### config.mk
export PLATFORM = sky130hd
export DESIGN_NAME = trapstk_ctrl
export DESIGN_NICKNAME = d
export VERILOG_FILES = /design/src/rtl/trapstk_pkg.sv /design/src/rtl/trapstk_level.sv /design/src/rtl/trapstk_frames.sv /design/src/rtl/trapstk_vector.sv /design/src/rtl/trapstk_ctrl.sv
export SDC_FILE = /design/constraint.sdc
export NUM_CORES = 2
export LEC_CHECK = 0
export ABC_AREA = 1
export BUFFER_PORTS_ARGS = -buffer_cell sky130_fd_sc_hd__buf_2
export CORE_ASPECT_RATIO = 0.75
export CORE_MARGIN = 2
export CORE_UTILIZATION = 30
export DETAILED_ROUTE_END_ITERATION = 12
export MAX_ROUTING_LAYER = met4
export SYNTH_ARGS = -nofsm -noshare
export SYNTH_HDL_FRONTEND = slang
export SYNTH_SLANG_ARGS = --single-unit
### constraint.sdc
create_clock -name clk -period 32.8 [get_ports clk]
set_input_delay 6.56 -clock clk [delete_from_list [all_inputs] [get_ports clk]]
set_output_delay 6.56 -clock clk [all_outputs]
set_load 0.01 [all_outputs]
### src/rtl/trapstk_pkg.sv
// Package: shared types and constants of the trap-level stack.
// Assumes a 12-bit processor-state word and a 9-bit trap type.
package trapstk_pkg;
    localparam int TT_W   = 9;
    localparam int CTX_W  = 40;
    localparam int PS_AG   = 0;
    localparam int PS_PRIV = 2;
    localparam int PS_PEF  = 4;
    localparam int PS_RED  = 5;
    localparam logic [11:0] PS_ON_ENTRY =
        12'((1 << PS_PEF) | (1 << PS_PRIV) | (1 << PS_AG));
    localparam logic [11:0] PS_RED_BIT = 12'(1 << PS_RED);

    typedef enum logic [1:0] {
        OP_IDLE  = 2'd0,
        OP_ENTER = 2'd1,
        OP_DONE  = 2'd2,
        OP_RETRY = 2'd3
    } trap_op_e;

    typedef struct packed {
        logic [7:0]  ccr;
        logic [7:0]  asi;
        logic [11:0] pstate;
        logic [7:0]  cwp;
    } ctx_t;

    // Pack a context into the saved-state word layout
    function automatic logic [CTX_W-1:0] ctx_pack(ctx_t c);
        return {c.ccr, c.asi, 4'b0000, c.pstate, c.cwp};
    endfunction

    // Recover a context from a saved-state word
    function automatic ctx_t ctx_unpack(logic [CTX_W-1:0] w);
        ctx_t c;
        c.ccr    = w[39:32];
        c.asi    = w[31:24];
        c.pstate = w[19:8];
        c.cwp    = w[7:0];
        return c;
    endfunction
endpackage

### src/rtl/trapstk_level.sv
// Module: trap-level counter and command arbiter.
// Picks one command per cycle (trap > retry > done), decides whether it is
// accepted, and keeps the level register. Assumes MAXTL >= 2.
module trapstk_level
    import trapstk_pkg::*;
#(
    parameter int MAXTL = 5,
    parameter int TL_W  = $clog2(MAXTL + 1)
) (
    input  logic            clk,
    input  logic            rst_n,
    input  logic            trap_req,
    input  logic            done_req,
    input  logic            retry_req,
    output trap_op_e        op,
    output logic            reject,
    output logic            red_entry,
    output logic [TL_W-1:0] tl_q
);
    localparam logic [TL_W-1:0] TL_TOP  = TL_W'(MAXTL);
    localparam logic [TL_W-1:0] TL_NEAR = TL_W'(MAXTL - 1);

    logic at_top;
    logic at_floor;

    assign at_top   = (tl_q == TL_TOP);
    assign at_floor = (tl_q == '0);

    // Arbitrate the strobes and classify the winner as accepted or rejected
    always_comb begin
        op     = OP_IDLE;
        reject = 1'b0;
        if (trap_req) begin
            if (at_top) reject = 1'b1;
            else        op     = OP_ENTER;
        end else if (retry_req || done_req) begin
            if (at_floor)       reject = 1'b1;
            else if (retry_req) op     = OP_RETRY;
            else                op     = OP_DONE;
        end
    end

    assign red_entry = (tl_q >= TL_NEAR);

    // Level register: up on accepted entry, down on accepted return
    always_ff @(posedge clk) begin
        if (!rst_n) begin
            tl_q <= '0;
        end else begin
            case (op)
                OP_ENTER:         tl_q <= tl_q + TL_W'(1);
                OP_DONE, OP_RETRY: tl_q <= tl_q - TL_W'(1);
                default:          tl_q <= tl_q;
            endcase
        end
    end
endmodule

### src/rtl/trapstk_frames.sv
// Module: per-level saved-frame storage.
// One register slot per level, one write port and one combinational read port.
// Assumes the write index is always below DEPTH when wr_en is high.
module trapstk_frames
    import trapstk_pkg::*;
#(
    parameter int DEPTH = 5,
    parameter int VA_W  = 64,
    parameter int IDX_W = (DEPTH > 1) ? $clog2(DEPTH) : 1
) (
    input  logic             clk,
    input  logic             rst_n,
    input  logic             wr_en,
    input  logic [IDX_W-1:0] wr_idx,
    input  logic [VA_W-1:0]  wr_pc,
    input  logic [VA_W-1:0]  wr_npc,
    input  logic [CTX_W-1:0] wr_ctx,
    input  logic [TT_W-1:0]  wr_tt,
    input  logic [IDX_W-1:0] rd_idx,
    output logic [VA_W-1:0]  rd_pc,
    output logic [VA_W-1:0]  rd_npc,
    output logic [CTX_W-1:0] rd_ctx,
    output logic [TT_W-1:0]  rd_tt
);
    logic [VA_W-1:0]  pc_mem  [DEPTH];
    logic [VA_W-1:0]  npc_mem [DEPTH];
    logic [CTX_W-1:0] ctx_mem [DEPTH];
    logic [TT_W-1:0]  tt_mem  [DEPTH];

    for (genvar s = 0; s < DEPTH; s++) begin : g_slot
        // Capture the frame when this slot is addressed by an entry
        always_ff @(posedge clk) begin
            if (!rst_n) begin
                pc_mem[s]  <= '0;
                npc_mem[s] <= '0;
                ctx_mem[s] <= '0;
                tt_mem[s]  <= '0;
            end else if (wr_en && (wr_idx == IDX_W'(s))) begin
                pc_mem[s]  <= wr_pc;
                npc_mem[s] <= wr_npc;
                ctx_mem[s] <= wr_ctx;
                tt_mem[s]  <= wr_tt;
            end
        end
    end

    // Read mux guarded against indices beyond the last slot
    always_comb begin
        rd_pc  = '0;
        rd_npc = '0;
        rd_ctx = '0;
        rd_tt  = '0;
        for (int s = 0; s < DEPTH; s++) begin
            if (rd_idx == IDX_W'(s)) begin
                rd_pc  = pc_mem[s];
                rd_npc = npc_mem[s];
                rd_ctx = ctx_mem[s];
                rd_tt  = tt_mem[s];
            end
        end
    end
endmodule

### src/rtl/trapstk_vector.sv
// Module: trap vector address former.
// Replaces the low 15 bits of the trap base with a level flag and the trap
// type. Assumes VA_W >= 16.
module trapstk_vector
    import trapstk_pkg::*;
#(
    parameter int VA_W = 64,
    parameter int TL_W = 3
) (
    input  logic [VA_W-1:0] tba,
    input  logic [TL_W-1:0] tl,
    input  logic [TT_W-1:0] tt,
    output logic [VA_W-1:0] vec
);
    logic nested;

    assign nested = (tl > TL_W'(1));
    // Upper base bits, nesting flag, type, 32-byte slot alignment
    assign vec = {tba[VA_W-1:15], nested, tt, 5'b00000};
endmodule

### src/rtl/trapstk_ctrl.sv
// Module: top of the nested trap-level state stack.
// Saves the current state on trap entry and restores it on done or retry.
// All updates are registered and appear one cycle after the strobe.
// Assumes MAXTL >= 2 and VA_W >= 16; the caller applies upd_* when upd_valid.
module trapstk_ctrl
    import trapstk_pkg::*;
#(
    parameter int MAXTL = 5,
    parameter int VA_W  = 64,
    localparam int TL_W  = $clog2(MAXTL + 1),
    localparam int IDX_W = $clog2(MAXTL)
) (
    input  logic            clk,
    input  logic            rst_n,
    input  logic            trap_req,
    input  logic            done_req,
    input  logic            retry_req,
    input  logic [8:0]      trap_type,
    input  logic [VA_W-1:0] cur_pc,
    input  logic [VA_W-1:0] cur_npc,
    input  logic [VA_W-1:0] cur_tba,
    input  logic [7:0]      cur_ccr,
    input  logic [7:0]      cur_asi,
    input  logic [11:0]     cur_pstate,
    input  logic [7:0]      cur_cwp,
    output logic            upd_valid,
    output logic [VA_W-1:0] upd_pc,
    output logic [VA_W-1:0] upd_npc,
    output logic [7:0]      upd_ccr,
    output logic [7:0]      upd_asi,
    output logic [11:0]     upd_pstate,
    output logic [7:0]      upd_cwp,
    output logic [TL_W-1:0] tl_o,
    output logic [8:0]      tt_top,
    output logic            err_o
);
    trap_op_e         op;
    logic             reject;
    logic             red_entry;
    logic [TL_W-1:0]  tl_q;
    logic [VA_W-1:0]  vec;
    logic [VA_W-1:0]  sv_pc;
    logic [VA_W-1:0]  sv_npc;
    logic [CTX_W-1:0] sv_ctx;
    logic [TT_W-1:0]  sv_tt;
    logic [IDX_W-1:0] rd_idx;
    logic [IDX_W-1:0] wr_idx;
    ctx_t             cur_ctx;
    ctx_t             back_ctx;

    trapstk_level #(.MAXTL(MAXTL), .TL_W(TL_W)) u_level (
        .clk       (clk),
        .rst_n     (rst_n),
        .trap_req  (trap_req),
        .done_req  (done_req),
        .retry_req (retry_req),
        .op        (op),
        .reject    (reject),
        .red_entry (red_entry),
        .tl_q      (tl_q)
    );

    assign wr_idx = IDX_W'(tl_q);
    assign rd_idx = IDX_W'(tl_q - TL_W'(1));

    assign cur_ctx.ccr    = cur_ccr;
    assign cur_ctx.asi    = cur_asi;
    assign cur_ctx.pstate = cur_pstate;
    assign cur_ctx.cwp    = cur_cwp;

    trapstk_frames #(.DEPTH(MAXTL), .VA_W(VA_W), .IDX_W(IDX_W)) u_frames (
        .clk    (clk),
        .rst_n  (rst_n),
        .wr_en  (op == OP_ENTER),
        .wr_idx (wr_idx),
        .wr_pc  (cur_pc),
        .wr_npc (cur_npc),
        .wr_ctx (ctx_pack(cur_ctx)),
        .wr_tt  (trap_type),
        .rd_idx (rd_idx),
        .rd_pc  (sv_pc),
        .rd_npc (sv_npc),
        .rd_ctx (sv_ctx),
        .rd_tt  (sv_tt)
    );

    trapstk_vector #(.VA_W(VA_W), .TL_W(TL_W)) u_vector (
        .tba (cur_tba),
        .tl  (tl_q),
        .tt  (trap_type),
        .vec (vec)
    );

    assign back_ctx = ctx_unpack(sv_ctx);

    // Produce the next architectural state for the accepted command
    always_ff @(posedge clk) begin
        if (!rst_n) begin
            upd_valid  <= 1'b0;
            err_o      <= 1'b0;
            upd_pc     <= '0;
            upd_npc    <= '0;
            upd_ccr    <= '0;
            upd_asi    <= '0;
            upd_pstate <= '0;
            upd_cwp    <= '0;
        end else begin
            upd_valid <= (op != OP_IDLE);
            err_o     <= reject;
            case (op)
                OP_ENTER: begin
                    upd_pc     <= vec;
                    upd_npc    <= vec + VA_W'(4);
                    upd_ccr    <= cur_ccr;
                    upd_asi    <= cur_asi;
                    upd_pstate <= red_entry ? (PS_ON_ENTRY | PS_RED_BIT) : PS_ON_ENTRY;
                    upd_cwp    <= cur_cwp;
                end
                OP_DONE, OP_RETRY: begin
                    upd_pc     <= (op == OP_RETRY) ? sv_pc  : sv_npc;
                    upd_npc    <= (op == OP_RETRY) ? sv_npc : sv_npc + VA_W'(4);
                    upd_ccr    <= back_ctx.ccr;
                    upd_asi    <= back_ctx.asi;
                    upd_pstate <= back_ctx.pstate;
                    upd_cwp    <= back_ctx.cwp;
                end
                default: ;
            endcase
        end
    end

    assign tl_o   = tl_q;
    assign tt_top = (tl_q != '0) ? sv_tt : '0;
endmodule

Yosys cells after proc, flatten, opt, wreduce, memory -nomap -nowiden

Memories as Yosys holds them, arrays and structs flattened.
Cells that the tools add are included.

Flip-flop bits (word level): 169
Latch bits: 0
Memory bits (writable): 865
Memory bits (read-only): 0
Bits of input ports: 242
Output and inout port bits: 178
Logic and storage cells: 139
Memories kept: 4

Add/sub/neg operators: 4
Multiply operators: 0
Divide/modulo/power cells: 0
$lt $le $gt $ge: 2
Equality and inequality tests: 12
Shifts and indexed selects: 0
Mux-type cells: 76
Bitwise logic cells: 20
Reduce and logical (&&, ||, !) cells: 12

Memories:

| memory           | depth | width | read ports | clocked after memory_dff | wr ports | RTL line             | source |
|---|---|---|---|---|---|---|---|
| u_frames.npc_mem | 5     | 64    | 5          | 0                        | 5        | trapstk_frames.sv:26 | `logic [VA_W-1:0] npc_mem [DEPTH];` |
| u_frames.pc_mem  | 5     | 64    | 5          | 0                        | 5        | trapstk_frames.sv:25 | `logic [VA_W-1:0] pc_mem [DEPTH];` |
| u_frames.ctx_mem | 5     | 36    | 5          | 0                        | 5        | trapstk_frames.sv:27 | `logic [CTX_W-1:0] ctx_mem [DEPTH];` |
| u_frames.tt_mem  | 5     | 9     | 5          | 0                        | 5        | trapstk_frames.sv:28 | `logic [TT_W-1:0] tt_mem [DEPTH];` |

Operators with widths:

| cell                  | number |
|---|---|
| $mux 64               | 22 |
| $pmux 64 s2           | 2 |
| $mux 40               | 5 |
| $mux 36               | 5 |
| $add 64x3->64 const B | 2 |
| $mux 9                | 11 |
| $pmux 8 s2            | 3 |
| $pmux 12 s2           | 1 |
| $mux 1                | 22 |
| $or 1x1->1            | 20 |
| $eq 3x2->1 const B    | 4 |
| $eq 3x3->1 const B    | 3 |
| $eq 3x1->1 const B    | 2 |
| $logic_not 3->1       | 2 |
| $mux 2                | 3 |
| $mux 6                | 1 |
| $pmux 3 s2            | 1 |
| $logic_and 1x1->1     | 5 |
| $eq 2x2->1 const B    | 2 |
| $reduce_bool 2->1     | 2 |
| $add 3x1->3 const B   | 1 |
| $ge 3x3->1 const B    | 1 |
| $gt 3x1->1 const B    | 1 |
| $reduce_bool 3->1     | 1 |
| 4 further kinds       | 4 |

Depth between registers and ports, before layout

Depth after elaboration: 10
Gate-level depth with buffers: 26
Mapped depth without buffers: 25

By module

A second synthesis with hierarchy kept.

Cells, all modules: 5868
Area total of the unflattened synthesis: 50980.1 sq um

Modules (own cells, without submodules):

| module         | times used | cells an instance | area each (sq um) | sequential area each (sq um) |
|---|---|---|---|---|
| trapstk_frames | 1          | 3819              | 38685.9           | 26575.5 |
| trapstk_ctrl   | 1          | 1945              | 11538.6           | 3323.2 |
| trapstk_vector | 1          | 68                | 495.5             | 0.0 |
| trapstk_level  | 1          | 36                | 260.2             | 60.1 |

Least setup slack after synthesis

No wires, ideal clock.

Kind: input port to flip-flop
From: input trap_req
To: memory u_frames.ctx_mem[2][0] in the netlist's numbering (enable)
Setup time: 0.960 ns
Arrival: 20.156 ns
Data required time: 31.840 ns
Slack: 11.684 ns
Stages on the path: 7
Buffers on the path: 0
Cell sequence: nand3_1 o21ai_0 a21oi_1 inv_1 nor2_1 inv_1 o31ai_1

RTL lines:

| element     | RTL line             | source |
|---|---|---|
| from (decl) | trapstk_ctrl.sv:15   | `input logic trap_req,` |
| to (decl)   | trapstk_frames.sv:27 |  |

Worst setup path in the final report

From: register u_level.tl_q[0]
To: output tt_top[8]

Cells in the longest elaborated chain, start to end: 8
Elaborated cells between the ends (all ways): 13
Those cells by class: add/sub: 1; eq/ne: 4; mux: 6; reduce/logical: 2

RTL lines:

| element                | RTL line             | source |
|---|---|---|
| from (decl)            | trapstk_level.sv:18  | `output logic [TL_W-1:0] tl_q` |
| from (signal assigned) | trapstk_level.sv:51  | `OP_ENTER: tl_q <= tl_q + TL_W'(1);` |
| from (signal assigned) | trapstk_level.sv:52  | `OP_DONE, OP_RETRY: tl_q <= tl_q - TL_W'(1);` |
| from (signal assigned) | trapstk_level.sv:53  | `default: tl_q <= tl_q;` |
| $sub 3x1->3            | trapstk_ctrl.sv:64   | `assign rd_idx = IDX_W'(tl_q - TL_W'(1));` |
| $logic_not 3->1        | trapstk_frames.sv:54 | `if (rd_idx == IDX_W'(s)) begin` |
| $mux 9 (5 in series)   | trapstk_frames.sv:54 |  |
| $mux 9 (*)             | trapstk_ctrl.sv:133  | `assign tt_top = (tl_q != '0) ? sv_tt : '0;` |
| to (decl)              | trapstk_ctrl.sv:34   | `output logic [8:0] tt_top,` |

Every way passes the cells marked *; elsewhere a longest branch is shown, timed or not.

==> impl_summary.md <==
Power
The share of total power in sequential cells is 37.7%. In this run, the combinational gates consume between 30% and 40% of the power. The internal portion of the total power is approximately 2800 uW. In this run the power spent charging and discharging nets is about 1900 uW. The clock network is responsible for about 28% of the overall power. In this run the static leakage power is 0.02247 uW. The total power divided by cell area is about 85 mW/mm^2.

The maximum vdd ir drop is roughly 96 uV. In this run switching power makes up around two fifths of total power.

Global routing
The first global-routing pass estimated roughly 250 mm of wire. The global routing met2 resource utilization is between 30% and 40%. The maximum number of pins on one net before global-route repair is around 130.

The layer flagged by global routing as most heavily used is met2. The overall track demand over capacity in global routing is 21.59%. The sum of overflow across all layers after global routing is 0. The global-route track usage on met1 is 27.97%. The via count of the first global-routing pass is between 30k and 40k. The initial antenna violation count is 25. In the global route stage, met3 resource usage came out at 3.562%.

Setup path
The worst register-to-register path ends at upd_npc[21]. The most numerous cell type found on the critical path is sky130_fd_sc_hd__buf_4. Of all nets on the critical path, the largest fanout is 49. The biggest cell delay along the critical path is 0.89 ns.

The slack of the worst reg-to-reg path is around 27 ns. The start point of the critical path is u_level.tl_q[0]. The worst setup path is captured at an output pin. The family with the most delay on the worst path is buffers and inverters.

The number of logic stages on the critical path including buffering is 11. The worst setup path is launched from a flop. Data on the critical path arrives at its endpoint at approximately 5.5 ns. The sum of buffers and inverters on the critical path is 5. The startpoint identified for the worst register-to-register timing path is u_level.tl_q[0]. Measured in cells, the most critical reg-to-reg path has a length of 19.

The largest individual stage delay along the critical path comes from the cell sky130_fd_sc_hd__ha_1. Traced cell by cell, the critical path runs through inv_1 > ha_1 > inv_2 > a21oi_4 > buf_4 > buf_4 > a22oi_1 > o211ai_1 > o21ai_0 > a21oi_1 > buf_2. The data required time at the worst endpoint is around 26 ns. The classification of the worst setup path is flop to output pin.

Timing
The transition time of the tightest slew-check pin is ~1.2 ns. Timing would allow up to between 80 and 90 MHz. Dividing the final minimum period by the clock period gives around 37%. Adding up every negative setup slack in the final design gives 0 ns.

The worst hold-check slack is between 0.4 and 0.5 ns. The max-slew violation count is 0. The headroom to the max-slew limit is 20.92%. The hold violation total from the final report is 0. Setup repair after global routing left no endpoint under its margin. The clock arrives with 0.03374 ns of skew. The number of failing setup endpoints in the final timing report is 0.

The clock period could shrink to roughly 12 ns.

Logic synthesis
The register bit total from synthesis is 1034. After synthesis, the share of cell area in mux cells is 0%. The compound-cell area share of the yosys netlist is about a tenth.

The synthesized netlist devotes less than 1% of its cell area to XOR and XNOR gates. The synthesized netlist devotes 21.81% of its cell area to simple gates. The sequential cell area fraction in the yosys report is between 60% and 70%.

The dominant register cell in the synthesized netlist is sky130_fd_sc_hd__edfxtp_1. The proportion of register bits with asynchronous set or reset after synthesis is 0%. The area of the mapped netlist is 0.04721 mm^2. The number of library cell types mapped by synthesis is between 50 and 60. Counting every net in the synthesized netlist gives 5194.

For this run, the number of Yosys warnings is 0. The number of enable flip-flop cells after synthesis is 865. Synthesis produced roughly 4.9k cells. After Yosys synthesis, full adders, half adders and majority gates account for less than 1% of the synthesized area.

The main combinational cell family by area after synthesis is simple AND/OR/NAND/NOR gates. The post-synthesis average cell area is 9.549 um^2. The area share of the leading cell type in the synthesized netlist is a little under three fifths. The cell taking the most area after synthesis is sky130_fd_sc_hd__edfxtp_1.

By area the synthesized netlist is led by sky130_fd_sc_hd__edfxtp_1 55%, sky130_fd_sc_hd__nor2_1 9.0%, sky130_fd_sc_hd__dfxtp_1 7.2%, sky130_fd_sc_hd__nand2_1 6.8%, sky130_fd_sc_hd__o21ai_0 2.9%.

Place
The placer's final routability congestion estimate is a little over 0.9. The number of buffers added on ports is between 400 and 500. The number of placed instances, taps included is roughly 7.2k. The placed instances occupy a cell area of a little over 0.05 mm^2. The post-DP HPWL is 105.7 mm.

Layout
The finished cells cover 0.05491 mm^2. The count of nets after finishing is 5432. The share of layout cells above drive strength 1 is approximately 15%. The count of placed standard cells in the final layout, fillers left out is ~7.4k. The synthesis-to-layout area growth is 16.30%.

Flow run
Across the run, the number of max-cap violations was 0.

CTS
In this run the deepest clock path goes through 3 buffers. The root buffer selected by CTS is sky130_fd_sc_hd__clkbuf_16. The number of setup buffers added after CTS is 0.

Clock-pin slew was measured on the worst setup and hold paths at roughly 0.06 ns. Gates resized during post-CTS repair numbered 0. The H-tree generated during clock tree synthesis spans 3 levels.

The TritonCTS clock tree is done. The worst-skew pair later-pin latency is roughly 0.76 ns. The post-cts hold buffer count is 0. TritonCTS created roughly 110 clock buffers. The tree built by TritonCTS fans out to about 1.0k sinks.

Floorplan
The area enclosed by the die boundary is roughly 0.16 mm^2. The effective utilization at floorplan is 30.10%. For this design the top-level I/O count stands at 420.

In this run the core area contains ~130 standard-cell rows. The floorplan step set the die width to ~460 um. The total area inside the core boundary comes to between 0.15 and 0.2 mm^2. The y dimension of the die is 347.6 um.

Worst hold path
The path with the worst hold slack has its endpoint at upd_pstate[3]. The instance count along the most critical hold path is 2. The path class of the tightest hold or removal check is flop to flop.

The worst hold path begins at upd_pstate[3].

Detailed routing
The count of nets left with antenna violations once routing finished came out at 0. The first routing iteration left between 4k and 5k violations. The number of remaining DRC errors is 0. In the final routed layout, each cell accounts on average for 23.58 um.

The routed wire length is about 170 mm. The first-pass detailed-route iteration total is 6. Using the TritonRoute via totals, the vias-per-cell ratio works out to around 5.1. The routed layout has 37.81k vias.

Outcome
The flow ran to the end, and the final reports show no timing, DRC or antenna violations.
-- worst reg2reg max path, cell delays in order (launching register included) --
cell and delay, ns:
sky130_fd_sc_hd__dfxtp_1 0.36, sky130_fd_sc_hd__inv_1 0.16, sky130_fd_sc_hd__ha_1 0.89, sky130_fd_sc_hd__inv_2 0.34, sky130_fd_sc_hd__a21oi_4 0.87, sky130_fd_sc_hd__buf_4 0.83, sky130_fd_sc_hd__nand2_1 0.18, sky130_fd_sc_hd__nand3_1 0.12
sky130_fd_sc_hd__nand3_1 0.09, sky130_fd_sc_hd__nand3_2 0.20, sky130_fd_sc_hd__inv_2 0.06, sky130_fd_sc_hd__nor2_1 0.28, sky130_fd_sc_hd__nand2_1 0.12, sky130_fd_sc_hd__nor2_1 0.17, sky130_fd_sc_hd__nand2_1 0.09, sky130_fd_sc_hd__nor2_2 0.47
sky130_fd_sc_hd__inv_2 0.15, sky130_fd_sc_hd__nand2_1 0.09, sky130_fd_sc_hd__nand3_1 0.23, sky130_fd_sc_hd__a21oi_1 0.24
-- state kept, by name, indices dropped and copies added, names as in the netlist, 3 cells and up --
name and cells:
upd_ccr 8, u_frames.pc_mem 320, u_frames.tt_mem 45, upd_npc 64
upd_pstate 12, upd_cwp 8, u_frames.ctx_mem 180, upd_asi 8
upd_pc 64, u_level.tl_q 3, u_frames.npc_mem 320
-- power by group through the flow --
stage          Clock, uW  Sequential (uW)  Combinational (uW)
2_1_floorplan          0             1870                 925
5_1_grt             1390             1790                1730
6_report            1320             1770                1600
3_3_place_gp           0             1790                1590
4_1_cts             1330             1770                1600
3_5_place_dp           0             1790                1600
-- worst max-delay path by stage --
stage,to
finish,tt_top[8]
global route,tt_top[8]
CTS,tt_top[8]
detailed placement,tt_top[8]
global placement,tt_top[8]
floorplan,u_frames.ctx_mem[2][0]
-- synthesized netlist by cell type, types with 30 or more instances --
cell type                  count
sky130_fd_sc_hd__or2_2        69
sky130_fd_sc_hd__a31oi_1      69
sky130_fd_sc_hd__inv_1       359
sky130_fd_sc_hd__clkbuf_1    238
sky130_fd_sc_hd__o211ai_1     34
sky130_fd_sc_hd__o221ai_1     30
sky130_fd_sc_hd__a221oi_1    132
sky130_fd_sc_hd__nor2_1     1133
sky130_fd_sc_hd__buf_2        49
sky130_fd_sc_hd__o21ai_0     272
sky130_fd_sc_hd__nor2_2       32
sky130_fd_sc_hd__nand3_1     251
sky130_fd_sc_hd__a21oi_1     119
sky130_fd_sc_hd__edfxtp_1    865
sky130_fd_sc_hd__nand2_1     854
sky130_fd_sc_hd__nand4_1      69
sky130_fd_sc_hd__dfxtp_1     169
-- layout by cell type, fill, tap and decap left out, drive strengths merged --
cell type,instances
inv,389
a221oi,132
buf,462
a21oi,123
a31oi,69
o2111ai,2
xor2,1
a22o,2
nor2,1175
o21bai,1
nand3b,4
dfxtp,169
o211ai,34
o311ai,9
nand4,71
a31o,1
a32o,1
a221o,6
nor3b,1
clkbuf,148
bufinv,15
nand2,866
nand3,258
diode,9
o221ai,30
o31ai,7
clkinv,35
o21a,1
and3,1
edfxtp,865
a21boi,2
o22ai,6
a22oi,5
or2,74
o21ai,285
ha,8
nor3,15
and2,1
clkinvlp,1
-- metal layers --
metal | routed length [um] | vias up
met5 | 0 | -
met4 | 5720 | 0
met3 | 14780 | 240
met2 | 83820 | 1725
met1 | 70100 | 18570
li1 | - | 17280
-- stage by stage --
stage	utilization [%]	total power, uW	setup WS [ns]
floorplan	-	2800	11.68
global placement	32.57	3377	21.48
detailed placement	32.57	3392	21.45
CTS	34.99	4706	20.63
global route	35.00	4901	20.48
finish	35.00	4691	20.72
-- logic make-up (layout without fill, tap and decap cells) --
kind of cell / after synthesis / in the layout
simple gates: 2466 / 2466
flops: 1034 / 1034
buf+inv: 719 / 1050
compound gates: 716 / 716
fa+ha+maj: 8 / 8
xor+xnor: 1 / 1
other cells: 0 / 9
-- final cells by class --
class | instances | area [um^2]
Fill cell | 15940 | 102000
Clock inverter | 54 | 784.5
Tap cell | 2112 | 2643
Antenna cell | 9 | 22.52
Sequential cell | 1034 | 29360
Multi-Input combinational cell | 3191 | 15080
Timing Repair Buffer | 462 | 2547
Inverter | 386 | 1466
Clock buffer | 148 | 3003
(Power assumes the default switching activity.)
